==> src/rtl/dsr_pkg.sv <==
package dsr_pkg;
  // Index of an internal port counted from the first internal port.
  // The order follows the port numbers and is decoded by the datapath.
  localparam int unsigned SPEC_COUNT = 8;
  localparam logic [2:0] SPEC_JMP    = 3'd4;
  localparam logic [2:0] SPEC_SPLO   = 3'd5;
  localparam logic [2:0] SPEC_SPHI   = 3'd6;
  localparam logic [2:0] SPEC_SREG   = 3'd7;

  typedef struct packed {
    logic       rfSel;    // request addresses the register file
    logic       specWr;   // write to an internal port this cycle
    logic [2:0] specIdx;  // which internal port
    logic       extRsp;   // external read data returning this cycle
  } dsr_strobe_t;
endpackage

==> src/rtl/dsr_ctrl.sv <==
module dsr_ctrl
  import dsr_pkg::*;
#(
  parameter int ADDR_W  = 16,
  parameter int RF_SIZE = 32,
  parameter int IO_SIZE = 64,
  parameter int IO_BASE = 32,
  localparam int RF_W   = $clog2(RF_SIZE),
  localparam int PORT_W = $clog2(IO_SIZE)
) (
  input  logic              clk,
  input  logic              rstN,
  input  logic              reqValid,
  input  logic              reqWrite,
  input  logic              reqIsPort,
  input  logic [ADDR_W-1:0] reqAddr,
  input  logic              extRvalid,
  output dsr_strobe_t       stb,
  output logic              rfWe,
  output logic [RF_W-1:0]   rfAddr,
  output logic              extReq,
  output logic              extWe,
  output logic [ADDR_W-1:0] extAddr,
  output logic              rspValid
);
  localparam logic [ADDR_W-1:0] RF_LIM = ADDR_W'(RF_SIZE);
  localparam logic [ADDR_W-1:0] IO_LIM = ADDR_W'(RF_SIZE + IO_SIZE);
  localparam logic [PORT_W-1:0] SPEC_FIRST = PORT_W'(IO_SIZE - SPEC_COUNT);

  logic              inRf;
  logic              inIo;
  logic              isSpec;
  logic              isExt;
  logic [ADDR_W-1:0] ioOff;
  logic [PORT_W-1:0] portNum;
  logic              pendRd;

  always_comb begin
    ioOff = reqAddr - RF_LIM;
    if (reqIsPort) begin
      inRf    = 1'b0;
      inIo    = 1'b1;
      portNum = reqAddr[PORT_W-1:0];
    end else begin
      inRf    = reqAddr < RF_LIM;
      inIo    = !inRf && (reqAddr < IO_LIM);
      portNum = ioOff[PORT_W-1:0];
    end
    isSpec  = inIo && (portNum >= SPEC_FIRST);
    isExt   = !inRf && !isSpec;
    extAddr = inIo ? (ADDR_W'(IO_BASE) + ADDR_W'(portNum)) : reqAddr;
  end

  assign rfAddr = reqAddr[RF_W-1:0];
  assign rfWe   = reqValid && reqWrite && inRf;
  assign extReq = reqValid && isExt;
  assign extWe  = reqWrite;

  // One outstanding external read; the bus answers in the next cycle.
  always_ff @(posedge clk) begin
    if (!rstN) pendRd <= 1'b0;
    else       pendRd <= reqValid && !reqWrite && isExt;
  end

  assign stb.rfSel   = inRf;
  assign stb.specWr  = reqValid && reqWrite && isSpec;
  assign stb.specIdx = 3'(portNum - SPEC_FIRST);
  assign stb.extRsp  = pendRd && extRvalid;

  assign rspValid = (reqValid && !reqWrite && !isExt) || (pendRd && extRvalid);
endmodule

==> src/rtl/dsr_datapath.sv <==
module dsr_datapath
  import dsr_pkg::*;
#(
  parameter logic [3:0]  PAGE_EN  = 4'b1111,
  parameter bit          WIDE_SP  = 1'b1,
  parameter logic [15:0] SP_RESET = 16'h0000
) (
  input  logic            clk,
  input  logic            rstN,
  input  dsr_strobe_t     stb,
  input  logic [7:0]      reqWdata,
  input  logic [7:0]      rfRdata,
  input  logic [7:0]      sregRdata,
  input  logic [7:0]      extRdata,
  output logic [7:0]      rspData,
  output logic            sregWe,
  output logic [7:0]      sregWdata,
  output logic [3:0][7:0] pageByte,
  output logic [7:0]      jmpByte,
  output logic [15:0]     stackPtr
);
  logic [7:0] spLo;
  logic [7:0] spHi;
  logic [7:0] specRd;

  for (genvar g = 0; g < 4; g++) begin : gPage
    if (PAGE_EN[g]) begin : gOn
      logic [7:0] q;
      always_ff @(posedge clk) begin
        if (!rstN) q <= '0;
        else if (stb.specWr && stb.specIdx == 3'(g)) q <= reqWdata;
      end
      assign pageByte[g] = q;
    end else begin : gOff
      assign pageByte[g] = '0;
    end
  end

  always_ff @(posedge clk) begin
    if (!rstN) begin
      jmpByte <= '0;
      spLo    <= SP_RESET[7:0];
    end else if (stb.specWr) begin
      if (stb.specIdx == SPEC_JMP)  jmpByte <= reqWdata;
      if (stb.specIdx == SPEC_SPLO) spLo    <= reqWdata;
    end
  end

  if (WIDE_SP) begin : gSpWide
    always_ff @(posedge clk) begin
      if (!rstN) spHi <= SP_RESET[15:8];
      else if (stb.specWr && stb.specIdx == SPEC_SPHI) spHi <= reqWdata;
    end
  end else begin : gSpNarrow
    assign spHi = '0;
  end

  assign stackPtr  = {spHi, spLo};
  assign sregWe    = stb.specWr && (stb.specIdx == SPEC_SREG);
  assign sregWdata = reqWdata;

  always_comb begin
    case (stb.specIdx)
      3'd0, 3'd1, 3'd2, 3'd3: specRd = pageByte[stb.specIdx[1:0]];
      SPEC_JMP:               specRd = jmpByte;
      SPEC_SPLO:              specRd = spLo;
      SPEC_SPHI:              specRd = spHi;
      default:                specRd = sregRdata;
    endcase
  end

  always_comb begin
    if (stb.extRsp)     rspData = extRdata;
    else if (stb.rfSel) rspData = rfRdata;
    else                rspData = specRd;
  end
endmodule

==> src/rtl/dsr_router.sv <==
module dsr_router
  import dsr_pkg::*;
#(
  parameter int          ADDR_W   = 16,
  parameter int          RF_SIZE  = 32,
  parameter int          IO_SIZE  = 64,
  parameter int          IO_BASE  = 32,
  parameter logic [3:0]  PAGE_EN  = 4'b1111,
  parameter bit          WIDE_SP  = 1'b1,
  parameter logic [15:0] SP_RESET = 16'h0000,
  localparam int         RF_W     = $clog2(RF_SIZE)
) (
  input  logic              clk,
  input  logic              rstN,
  input  logic              reqValid,
  input  logic              reqWrite,
  input  logic              reqIsPort,
  input  logic [ADDR_W-1:0] reqAddr,
  input  logic [7:0]        reqWdata,
  output logic              rspValid,
  output logic [7:0]        rspData,
  output logic              rfWe,
  output logic [RF_W-1:0]   rfAddr,
  output logic [7:0]        rfWdata,
  input  logic [7:0]        rfRdata,
  output logic              sregWe,
  output logic [7:0]        sregWdata,
  input  logic [7:0]        sregRdata,
  output logic              extReq,
  output logic              extWe,
  output logic [ADDR_W-1:0] extAddr,
  output logic [7:0]        extWdata,
  input  logic [7:0]        extRdata,
  input  logic              extRvalid,
  output logic [23:0]       pageD,
  output logic [23:0]       pageX,
  output logic [23:0]       pageY,
  output logic [23:0]       pageZ,
  output logic [23:0]       jmpExt,
  output logic [15:0]       stackPtr
);
  dsr_strobe_t     stb;
  logic [3:0][7:0] pageByte;
  logic [7:0]      jmpByte;

  dsr_ctrl #(
    .ADDR_W(ADDR_W), .RF_SIZE(RF_SIZE), .IO_SIZE(IO_SIZE), .IO_BASE(IO_BASE)
  ) uCtrl (
    .clk(clk), .rstN(rstN), .reqValid(reqValid), .reqWrite(reqWrite),
    .reqIsPort(reqIsPort), .reqAddr(reqAddr), .extRvalid(extRvalid),
    .stb(stb), .rfWe(rfWe), .rfAddr(rfAddr), .extReq(extReq), .extWe(extWe),
    .extAddr(extAddr), .rspValid(rspValid)
  );

  dsr_datapath #(
    .PAGE_EN(PAGE_EN), .WIDE_SP(WIDE_SP), .SP_RESET(SP_RESET)
  ) uData (
    .clk(clk), .rstN(rstN), .stb(stb), .reqWdata(reqWdata), .rfRdata(rfRdata),
    .sregRdata(sregRdata), .extRdata(extRdata), .rspData(rspData),
    .sregWe(sregWe), .sregWdata(sregWdata), .pageByte(pageByte),
    .jmpByte(jmpByte), .stackPtr(stackPtr)
  );

  assign rfWdata  = reqWdata;
  assign extWdata = reqWdata;
  assign pageD    = {pageByte[0], 16'h0000};
  assign pageX    = {pageByte[1], 16'h0000};
  assign pageY    = {pageByte[2], 16'h0000};
  assign pageZ    = {pageByte[3], 16'h0000};
  assign jmpExt   = {jmpByte, 16'h0000};
endmodule

==> config.mk <==
export PLATFORM = sky130hd
export DESIGN_NAME = dsr_router
export DESIGN_NICKNAME = d
export VERILOG_FILES = /design/src/rtl/dsr_pkg.sv /design/src/rtl/dsr_ctrl.sv /design/src/rtl/dsr_datapath.sv /design/src/rtl/dsr_router.sv
export SDC_FILE = /design/constraint.sdc
export NUM_CORES = 1
export LEC_CHECK = 0
export BUFFER_PORTS_ARGS = -buffer_cell sky130_fd_sc_hd__buf_2
export CELL_PAD_IN_SITES_DETAIL_PLACEMENT = 0
export CELL_PAD_IN_SITES_GLOBAL_PLACEMENT = 1
export CORE_UTILIZATION = 29
export DETAILED_ROUTE_END_ITERATION = 12
export GPL_ROUTABILITY_DRIVEN = 0
export PLACE_DENSITY = 0.89
export SLEW_MARGIN = 5
export SYNTH_ARGS = -nofsm -noshare
export SYNTH_HDL_FRONTEND = slang
export SYNTH_HIERARCHICAL = 1
export SYNTH_SLANG_ARGS = --single-unit
==> constraint.sdc <==
create_clock -name clk -period 2.15 [get_ports clk]
set_input_delay 0.215 -clock clk [delete_from_list [all_inputs] [get_ports clk]]
set_output_delay 0.215 -clock clk [all_outputs]
set_load 0.02 [all_outputs]
* After elaboration in Yosys (flattened, before gate mapping) *
Cells that the tools add are included.

storage, ports and cells
  register bits = 57
  word-level logic and storage cells = 58

cells by class
  mux-type cells = 9
  reductions and logical operators = 27
  add/sub/neg operators = 3
  eq/ne operators = 7
  magnitude comparators = 4

operators with widths
  cell                   count
  $pmux W8 S4            1
  $mux W8                3
  $logic_and A1 B1 Y1    17
  $bmux W8 S2            1
  $lt A16 B6 Y1 const B  1
  $lt A16 B7 Y1 const B  1
  $mux W16               1
  $eq A3 B3 Y1 const B   4
  $add A6 B6 Y7 const A  1
  $eq A3 B2 Y1 const B   2
  $ge A6 B6 Y1 const B   1
  $mux W6                1
  $sub A6 B6 Y6 const B  1
  $logic_not A1 Y1       5
  $reduce_and A2 Y1      2
  $reduce_or A4 Y1       1
  $eq A3 B1 Y1 const B   1
  $logic_not A3 Y1       1
  $lt A2 B3 Y1 const B   1
  $sub A3 B1 Y3 const B  1
  $mux W1                2
  $logic_or A1 B1 Y1     1

* Logic depth before layout (Yosys ltp) *
Gate-level depths: netlist (run 1).

  word-level depth = 10
  gate-level depth with buffers = 8
  gate-level depth less buffers = 7

* Cells and area by module *
Netlist (run 1), hierarchy kept.

by module, submodules not included
  module        instances  cells an instance  area an instance (µm²)  seq. area each (µm²)
  dsr_datapath  1          339                2889.0                  1121.1
  dsr_router    1          97                 724.4                   0.0
  dsr_ctrl      1          51                 376.6                   20.0

* Least setup slack after synthesis (run 1) *
OpenSTA, ideal clock, no wires.

  kind = input to register
  start point = in reqAddr[12]
  end point = reg uData.gPage[2].gOn.q[0]
  arrival time = 1.716 ns
  setup slack = 0.318 ns
  stages on the path = 7
  path through = nor4_4 > nand4_1 > a211oi_2 > nand2b_1 > nor2_4 > mux2i_1 > nor2b_1

RTL lines
  element                 line                text
  start: declaration      dsr_router.sv:18    input logic [ADDR_W-1:0] reqAddr,
  end signal: assignment  dsr_datapath.sv:31  else if (stb.specWr && stb.specIdx == 3'(g)) q <= reqWdata;
  end: declaration        dsr_datapath.sv:28  logic [7:0] q;

==> impl_metrics.tcl, run 1 <==
set metrics [dict create \
    run_status "finished clean" \
    die_height_um 119.3 \
    ys_types 40 \
    path_class "in2out" \
    cts_setup_buffers 0 \
    cap_violations 0 \
    cts.sinks 57 \
    crit_arrival_ps 1800 \
    io_buffers 167 \
    pwr-share-seq 0.375 \
    rsz0062_at_grt "false" \
    via_count 3530 \
    diodes 0 \
    path_clk_slew_ps 50 \
    finalSetupViolations 0 \
    fmax_mhz 496.2 \
    layout.nets 684 \
    ios 248 \
    ys_ff_latch 57 \
    r2r_end "uData/spHi[7]" \
    root_buffer "clkbuf_16" \
    netlist.area_leader.share 0.2860 \
    crit_fanout 4 \
    report.final.slew_viol_count 0 \
    fin_crit_sh 0.9373 \
    worst_pin_slew_ps 514.7 \
    hold_violations 0 \
    cts_repair_resize_count 0 \
    slew_headroom 0.6568 \
    dpl_cell_area_mm2 0.004552 \
    finalPower_mw 2.826 \
    grt_pass1_vias 3139 \
    async_reset_ff_frac 0 \
    syn_to_final_growth_pct 21.14 \
    cp.required_ps 1930 \
    cts_tree "done" \
    combinationalPowerShare 0.176 \
    gr-total-overflow 0 \
    ctsHtreeMaxLevel 3 \
    synth_area_leader_cell "dfxtp_1" \
    cts_hold_buf 0 \
    p_leak_nw 2.250 \
    finClkSkew_ps 0 \
    avgSynthCellArea_um2 8.193 \
    syn-cell-area_mm2 0.003990 \
    grt_usage 0.1743 \
    drive_gt1_frac 0.3480 \
    hpwl_um 9589 \
    avgViaCountPerCell 4.353 \
    rows 42 \
    irDropWorstVdd_v 0.0003363 \
    p_int_mw 1.969 \
    first_pass_iters 4 \
    swShare 0.3034 \
    grt_max_degree 32 \
    cts_buffer_depth 2 \
    routed_wirelength_um 12490 \
    hold_class "in2reg" \
    whs_ps 238.9 \
    nFillCells 1413 \
    worstSetupStartpointType "input pin" \
    r2r_setup_slack_ps 1440 \
    tns_ps 0 \
    min_to "uData/spLo[4]" \
    drc 0 \
    core_area_mm2 0.01335 \
    final_cell_area_mm2 0.004833 \
    wl_per_cell_um 15.40 \
    cts_buffers 9 \
    grt_pass1_wl_um 18690 \
    hp-start "reqWdata[4]" \
    power.density_mw_per_mm2 584.7 \
    synth_ff_type "dfxtp_1" \
    die-area_mm2 0.01423 \
    yosys-top-cells-area "dfxtp_1 29%, buf_4 24%, nand2_1 9.9%" \
    crit_path_end_kind "output port" \
    period_needed_ps 2015 \
    antenna_found_initial 0 \
    initial_core_util 0.2989 \
    multiInputGateArea_mm2 0.002152 \
    drt-initial-drc-count 184 \
    reg2reg_from "uData/spHi[7]" \
    synth_most_common_cell "buf_4" \
    die_x_um 119.3 \
    clock_power_share 0.449 \
    syn_inst 487 \
    ys_seq_area_frac 0.2860 \
    ys_warn_count 6 \
    final-seq-area_mm2 0.001141 \
    detail-route-antenna-nets 0 \
    worst_r2r_path_depth 2 \
    clock_latency_ps 330 \
    synth-edff-count 0 \
    p_switching_mw 0.8573 \
    synth_common_cells "125 x buf_4, 105 x nand2_1, 57 x dfxtp_1" \
    min_path_cells 3 \
]
## cell type report
type | instances | area share
sequential | 57 | 0.2361
clock inverter | 6 | 0.007248
clock buffer | 10 | 0.04737
tap | 176 | 0.04556
multi-input combinational | 367 | 0.4452
inverter | 4 | 0.003106
timing repair buffer | 191 | 0.2154
## through the flow
step                  util  std cells  setup WS, ps
finish              0.3621        811         134.8
global route        0.3621        811        0.9277
CTS                 0.3608        811         51.62
detailed placement  0.3410        795        -62.64
global placement    0.3410        795        -16.41
floorplan                -        566         317.6
## logic make-up after synthesis
family                    synth area share
and+or+nand+nor                     0.1844
buffers and inverters               0.2534
AOI/OAI and AO/OA                   0.1718
DFF                                 0.2860
muxes                               0.1013
xor gates and xnor gates          0.002195
other                            0.0009398
## worst max-delay path, stage by stage
cell	delay [ps]
buf_2	120
nor4_4	320
nand4_1	220
a211oi_4	350
nand2_1	160
nor2_1	210
buf_2	210
## power by group through the flow
stage	clock network, mW	registers, mW	logic (mW)
2_1_floorplan	0	1.08	0.479
3_3_place_gp	0	1.08	0.494
3_5_place_dp	0	1.08	0.495
4_1_cts	1.29	1.06	0.497
5_1_grt	1.35	1.06	0.532
6_report	1.27	1.06	0.496
## sequential cells by signal (all words and copies together) (netlist names)
name	cells
uCtrl/pendRd	1
uData/gPage.gOn.q	32
uData/jmpByte	8
uData/spHi	8
uData/spLo	8
## routing by layer
layer | part of all wire | GRT usage | vias to the layer above | routed length [um]
li1 | - | - | 1723 | -
met1 | 0.42 | 0.2127 | 1627 | 5216
met2 | 0.50 | 0.3074 | 172 | 6239
met3 | 0.074 | 0.03831 | 8 | 924
met4 | 0.0090 | 0.04531 | 0 | 113
met5 | 0 | 0 | - | 0
## worst max-delay path by stage
| stage | slack (ps) | end | from |
|---|---|---|---|
| floorplan | 320 | uData/gPage[2].gOn.q[0] | reqAddr[12] |
| global placement | -20 | uData/gPage[1].gOn.q[0] | reqAddr[14] |
| detailed placement | -60 | uData/gPage[1].gOn.q[2] | reqAddr[14] |
| CTS | 50 | rspData[4] | reqAddr[14] |
| global route | 0.9 | sregWe | reqAddr[14] |
| finish | 130 | sregWe | reqAddr[14] |
## layout by cell type, fill, tap and decap left out, types with 2 or more instances in the layout
cell / Yosys / layout
clkinvlp_4: 0 / 2
nor3_2: 2 / 2
o21a_1: 7 / 7
nand3_1: 4 / 4
nor3_1: 2 / 2
buf_4: 125 / 22
conb_1: 1 / 80
nand2_2: 1 / 2
mux2i_1: 37 / 37
nor2_1: 5 / 4
nand2b_1: 3 / 3
clkbuf_16: 0 / 9
o2bb2ai_1: 14 / 14
a21oi_1: 9 / 9
a211oi_1: 2 / 2
nor2_4: 2 / 3
a31oi_1: 2 / 2
a21boi_0: 35 / 35
and2_1: 2 / 2
nor4_4: 2 / 2
inv_1: 4 / 4
nand2_1: 105 / 104
a21boi_1: 13 / 13
o22ai_1: 7 / 7
buf_12: 0 / 2
buf_2: 7 / 167
clkinv_2: 0 / 4
dfxtp_1: 57 / 57
nor2b_1: 19 / 19
Power figures use the tool's default switching activity.
==> run 2, diff against run 1 <==
--- a/config.mk
+++ b/config.mk
@@ -9,8 +9,10 @@
 export CELL_PAD_IN_SITES_DETAIL_PLACEMENT = 0
 export CELL_PAD_IN_SITES_GLOBAL_PLACEMENT = 1
 export CORE_UTILIZATION = 29
+export CTS_CLUSTER_DIAMETER = 60
 export DETAILED_ROUTE_END_ITERATION = 12
 export GPL_ROUTABILITY_DRIVEN = 0
+export GPL_TIMING_DRIVEN = 0
 export PLACE_DENSITY = 0.89
 export SLEW_MARGIN = 5
 export SYNTH_ARGS = -nofsm -noshare
==> impl_metrics.tcl, run 2 (synthesized netlist as in run 1, its figures left out) <==
set metrics [dict create \
    run_status "finished clean" \
    path_delay_family "simple AND/OR/NAND/NOR gates" \
    ios 248 \
    path_class "in2out" \
    layout.nets 796 \
    die_height_um 119.3 \
    final_cell_area_mm2 0.005670 \
    routed-wl-met2_um 6573 \
    wl_met3_um 1081 \
    wl_per_cell_um 14.43 \
    irDropWorstVdd_v 0.0003384 \
    dpl_cell_area_mm2 0.005328 \
    drive_gt1_frac 0.4418 \
    pwr-share-seq 0.337 \
    first_pass_iters 4 \
    largest_reg_flops 32 \
    hold_violations 0 \
    rows 42 \
    die-area_mm2 0.01423 \
    cp.required_ps 1930 \
    avgViaCountPerCell 4.155 \
    crit_top_cell "buf_2" \
    cts.sinks 57 \
    clock_latency_ps 320 \
    grt_max_degree 11 \
    combinationalPowerShare 0.210 \
    pre_cts_ws_ps -371.9 \
    syn_to_final_growth_pct 42.11 \
    worstSetupStartpointType "input pin" \
    worst_pin_slew_ps 551.8 \
    grt_pass1_vias 3483 \
    crit_path_end_kind "output port" \
    root_buffer "clkbuf_16" \
    max_stage_delay_ps 410 \
    cts_buffers 9 \
    fmax_mhz 493.7 \
    grt_pass1_wl_um 19800 \
    critPathBufInv 2 \
    path_clk_slew_ps 50 \
    rsz0062_at_grt "false" \
    p_switching_mw 0.8911 \
    p_leak_nw 2.830 \
    detail-route-antenna-nets 0 \
    gr-total-overflow 0 \
    io_buffers 164 \
    mostFrequentLayoutCell "buf_2" \
    drt-initial-drc-count 189 \
    crit_chain "buf_2, nor4_4, nand4_1, a211oi_4, nand2_1, nor2_1, buf_2" \
    power.density_mw_per_mm2 555.2 \
    antenna_found_initial 1 \
    met1_length_um 5625 \
    crit_fanout 6 \
    drc 0 \
    period_needed_ps 2025 \
    via_count 3839 \
    cap_violations 0 \
    maxUsedRoutingLayer "met4" \
    cts_buffer_depth 2 \
    setup_slack_ps 124.7 \
    finClkSkew_ps 0 \
    crit_arrival_ps 1810 \
    fin_crit_sh 0.9420 \
    p_int_mw 2.257 \
    hold_class "in2reg" \
    slew_headroom 0.6301 \
    finalSetupViolations 0 \
    final_cell_mix "171 x buf_2, 126 x buf_4, 104 x nand2_1, 80 x conb_1, 57 x dfxtp_1" \
    hpwl_um 10440 \
    cts_tree "done" \
    routed_wirelength_um 13330 \
    die_x_um 119.3 \
    report.final.slew_viol_count 0 \
    ctsHtreeMaxLevel 3 \
    swShare 0.2830 \
    initial_core_util 0.2989 \
    cts_hold_buf 0 \
    clock_power_share 0.454 \
    core_area_mm2 0.01335 \
    cpMaxStageDelayCell "a211oi_4" \
    regMostFlops "uData/gPage.gOn.q" \
    grt_usage 0.1853 \
]
## run 2: changes by cell type in the layout (fill, tap and decap cells not counted), moves of 2 or more
cell / change
buf_12: -2
buf_2: +4
clkbuf_1: +6
nor2_2: +2
buf_4: +104
clkinv_2: -2
## run 2: final timing paths
path                           start                 endpoint  slack (ps)  cells after the start
max                      reqAddr[14]                   sregWe         120                      7
min                             rstN             uCtrl/pendRd         170                      3
max reg2reg  uData/gPage[1].gOn.q[1]  uData/gPage[1].gOn.q[1]        1390                      2
min reg2reg            uData/spLo[2]            uData/spLo[2]         470                      2
## run 2: per-stage QoR
stage          utilization  hold WS [ps]  total power [mW]  setup TNS, ps  cells
2_1_floorplan            -         335.5             1.563              0    566
3_3_place_gp        0.3991         455.2             1.734         -12540    906
3_5_place_dp        0.3991         463.1             1.735         -13260    906
4_1_cts             0.4222         169.2             3.172         -22.25    922
5_1_grt             0.4248         186.3             3.263              0    924
6_report            0.4248         170.8             3.148              0    924
## run 2: routing by layer
metal  global-route usage  vias to the layer above
met2               0.3285                      182
met3              0.04454                        4
met5                    0                        -
met1               0.2263                     1699
met4              0.03750                        0
li1                     -                     1954
## run 2: final cells by class
| class | count | area (um2) |
|---|---|---|
| Fill cell | 1418 | 7677 |
| Multi-Input combinational cell | 367 | 2166 |
| Sequential cell | 57 | 1141 |
| Buffer | 138 | 996.0 |
| Timing Repair Buffer | 165 | 828.3 |
| Clock buffer | 11 | 242.7 |
| Tap cell | 176 | 220.2 |
| Clock inverter | 5 | 55.05 |
| Inverter | 4 | 18.77 |
| Antenna cell | 1 | 2.502 |
## run 2: repair_timing
| item | CTS | global route |
|---|---|---|
| endpoints found under the setup margin | 10 | 47 |
| hold endpoints to repair | 0 | 0 |
| buffers inserted | 0 | 1 |
| pin swaps | 0 | 1 |
| resized for setup | 2 | 6 |
## run 2: worst min-delay path: stages
cell and delay (ps):
buf_2 130, nand2_1 60, a211oi_1 40
## run 2: power by group through the flow
| stage | Clock (mW) | Combinational (mW) | Sequential [mW] |
|---|---|---|---|
| floorplan | 0 | 0.479 | 1.08 |
| global placement | 0 | 0.651 | 1.08 |
| detailed placement | 0 | 0.652 | 1.08 |
| CTS | 1.46 | 0.655 | 1.06 |
| global route | 1.50 | 0.703 | 1.06 |
| finish | 1.43 | 0.660 | 1.06 |
==> run 3, diff against run 2 <==
--- a/config.mk
+++ b/config.mk
@@ -17,5 +17,4 @@
 export SLEW_MARGIN = 5
 export SYNTH_ARGS = -nofsm -noshare
 export SYNTH_HDL_FRONTEND = slang
-export SYNTH_HIERARCHICAL = 1
 export SYNTH_SLANG_ARGS = --single-unit
==> impl_metrics.tcl, run 3 <==
set metrics [dict create \
    ctsHtreeMaxLevel 3 \
    path_class "in2out" \
    antenna_found_initial 0 \
    fmax_mhz 454.8 \
    cap_violations 0 \
    synth_area_leader_cell "dfxtp_1" \
    p_leak_nw 3.063 \
    syn_to_final_growth_pct 46.54 \
    pwr-share-seq 0.322 \
    grt_usage 0.1747 \
    avgViaCountPerCell 4.123 \
    hold_violations 0 \
    rsz0062_at_grt "true" \
    path_clk_slew_ps 50 \
    grt_max_degree 12 \
    grt_pass1_wl_um 18510 \
    final_cell_area_mm2 0.005704 \
    root_buffer "clkbuf_16" \
    hpwl_um 9535 \
    rows 41 \
    final_cell_mix "158 x buf_2, 127 x buf_4, 80 x conb_1, 77 x nand2_1, 57 x dfxtp_1" \
    swShare 0.2776 \
    routed_wirelength_um 12550 \
    netlist.area_leader.share 0.2932 \
    hold_class "in2reg" \
    power.density_mw_per_mm2 577.5 \
    async_reset_ff_frac 0 \
    setup_slack_ps -48.58 \
    dpl_cell_area_mm2 0.005225 \
    finalSetupViolations 6 \
    clock_latency_ps 320 \
    ys_types 37 \
    die_height_um 117.9 \
    period_needed_ps 2199 \
    finalPower_mw 3.294 \
    grt_pass1_vias 3291 \
    grtUsageMet1 0.2087 \
    crit_fanout 5 \
    crit_path_end_kind "output port" \
    report.final.slew_viol_count 0 \
    gr-max-usage-layer "met2" \
    met2_usage 0.3088 \
    fin_crit_sh 1.023 \
    die_x_um 117.9 \
    cts.sinks 57 \
    worst_pin_slew_ps 726.2 \
    synth-edff-count 0 \
    synth_most_common_cell "buf_4" \
    cts_hold_buf 0 \
    combinationalPowerShare 0.200 \
    gr-total-overflow 0 \
    drive_gt1_frac 0.5080 \
    synth_common_cells "118 x buf_4, 77 x nand2_1, 57 x dfxtp_1" \
    regMostFlops "uData.gPage.gOn.q" \
    tns_ps -150.0 \
    finClkSkew_ps 0 \
    diodes 0 \
    ys_ff_latch 57 \
    run_status "finished with violations" \
    violations "negative setup slack" \
    initial_core_util 0.3023 \
    worstSetupStartpointType "input pin" \
    largest_reg_flops 32 \
    die-area_mm2 0.01389 \
    p_switching_mw 0.9146 \
    mostFrequentLayoutCell "buf_2" \
    grtUsageMet3 0.03924 \
    irDropWorstVdd_v 0.0004932 \
    syn_inst 422 \
    slew_headroom 0.5159 \
    syn-cell-area_mm2 0.003892 \
    detail-route-antenna-nets 0 \
    first_pass_iters 4 \
    clock_power_share 0.478 \
    cts_buffer_depth 2 \
    ys_seq_area_frac 0.2932 \
    p_int_mw 2.380 \
    ios 248 \
    cts_tree "done" \
    synth_ff_type "dfxtp_1" \
    cp.required_ps 1930 \
    pre_cts_ws_ps -442.8 \
    wl_per_cell_um 14.61 \
    cts_buffers 9 \
    drt-initial-drc-count 129 \
    core_area_mm2 0.01288 \
    drc 0 \
    avgSynthCellArea_um2 9.224 \
    layout.nets 736 \
    via_count 3542 \
    final_util 0.4430 \
    ys_warn_count 0 \
    io_buffers 164 \
    crit_arrival_ps 1980 \
    yosys-top-cells-area "dfxtp_1 29%, buf_4 23%, mux2i_1 14%" \
]
==> run 3: cell count changes after synthesis, sizes merged, moves of 8 or more <==
cell / previous run / this run
a21boi: 48 / 0
mux2i: 37 / 56
mux4: 1 / 16
nand2: 106 / 77
nor2b: 20 / 7
o21ai: 1 / 10
o2bb2ai: 14 / 0
o31ai: 0 / 8
==> run 3: power by group through the flow <==
| stage | logic, mW | clock network (mW) | registers (mW) |
|---|---|---|---|
| 2_1_floorplan | 0.473 | 0 | 1.08 |
| 3_3_place_gp | 0.632 | 0 | 1.08 |
| 3_5_place_dp | 0.635 | 0 | 1.08 |
| 4_1_cts | 0.643 | 1.60 | 1.06 |
| 5_1_grt | 0.700 | 1.64 | 1.06 |
| 6_report | 0.658 | 1.58 | 1.06 |
==> run 3: cell type report <==
cell class / instances / area [um2]
plain buffers: 137 / 1006
clock buffers: 10 / 239.0
clock inverters: 6 / 91.34
fillers: 1307 / 7172
inverters: 5 / 18.77
multi-input cells: 302 / 2097
flip-flops and latches: 57 / 1141
well taps: 172 / 215.2
repair buffers: 170 / 895.9
==> run 3: what timing repair did <==
action                     4_1_cts  5_1_grt
pin swaps                        3        5
cloned                           0        1
resized for setup               15       15
hold endpoints to repair         0        0
setup endpoints to repair       11       10
buffers inserted                 3        3
==> run 3: worst max-delay path, stage by stage <==
cell and delay (ps):
buf_6 90, or4_4 580, or4_4 580, o31ai_4 280, o21ai_2 100, buf_6 130
==> run 3: final timing paths <==
path	startpoint	endpoint	slack, ps	depth (start not counted)
worst min register to register	uData.spHi[3]	uData.spHi[3]	470	2
worst max register to register	uData.jmpByte[4]	uData.jmpByte[4]	1470	2
worst min-delay path	reqValid	uCtrl.pendRd	220	2
worst max-delay path	reqAddr[12]	rspData[7]	-50	6
==> run 3: cells by family (layout without fill, tap and decap cells) <==
group                  Yosys count  in the layout  synth area share
multiplexers                    80             80            0.2597
XOR/XNOR                         2              2          0.004501
buffers and inverters          143            328            0.2600
AO/OA/AOI/OAI                   29             29           0.04918
flip-flops                      57             57            0.2932
AND/OR/NAND/NOR                110            111            0.1324
other                            1             80         0.0009634
==> run 3: through the flow <==
step / hold WS, ps / std cells
after detailed placement: 462.1 / 837
after global routing: 230.4 / 859
after global placement: 455.5 / 837
after CTS: 209.0 / 856
final: 216.1 / 859
after floorplan: 399.7 / 501
==> run 3: metal layers <==
| metal | vias to the layer above | routed length, um |
|---|---|---|
| met4 | 0 | 145 |
| met1 | 1590 | 5116 |
| met5 | - | 0 |
| li1 | 1762 | - |
| met2 | 177 | 6277 |
| met3 | 13 | 1015 |
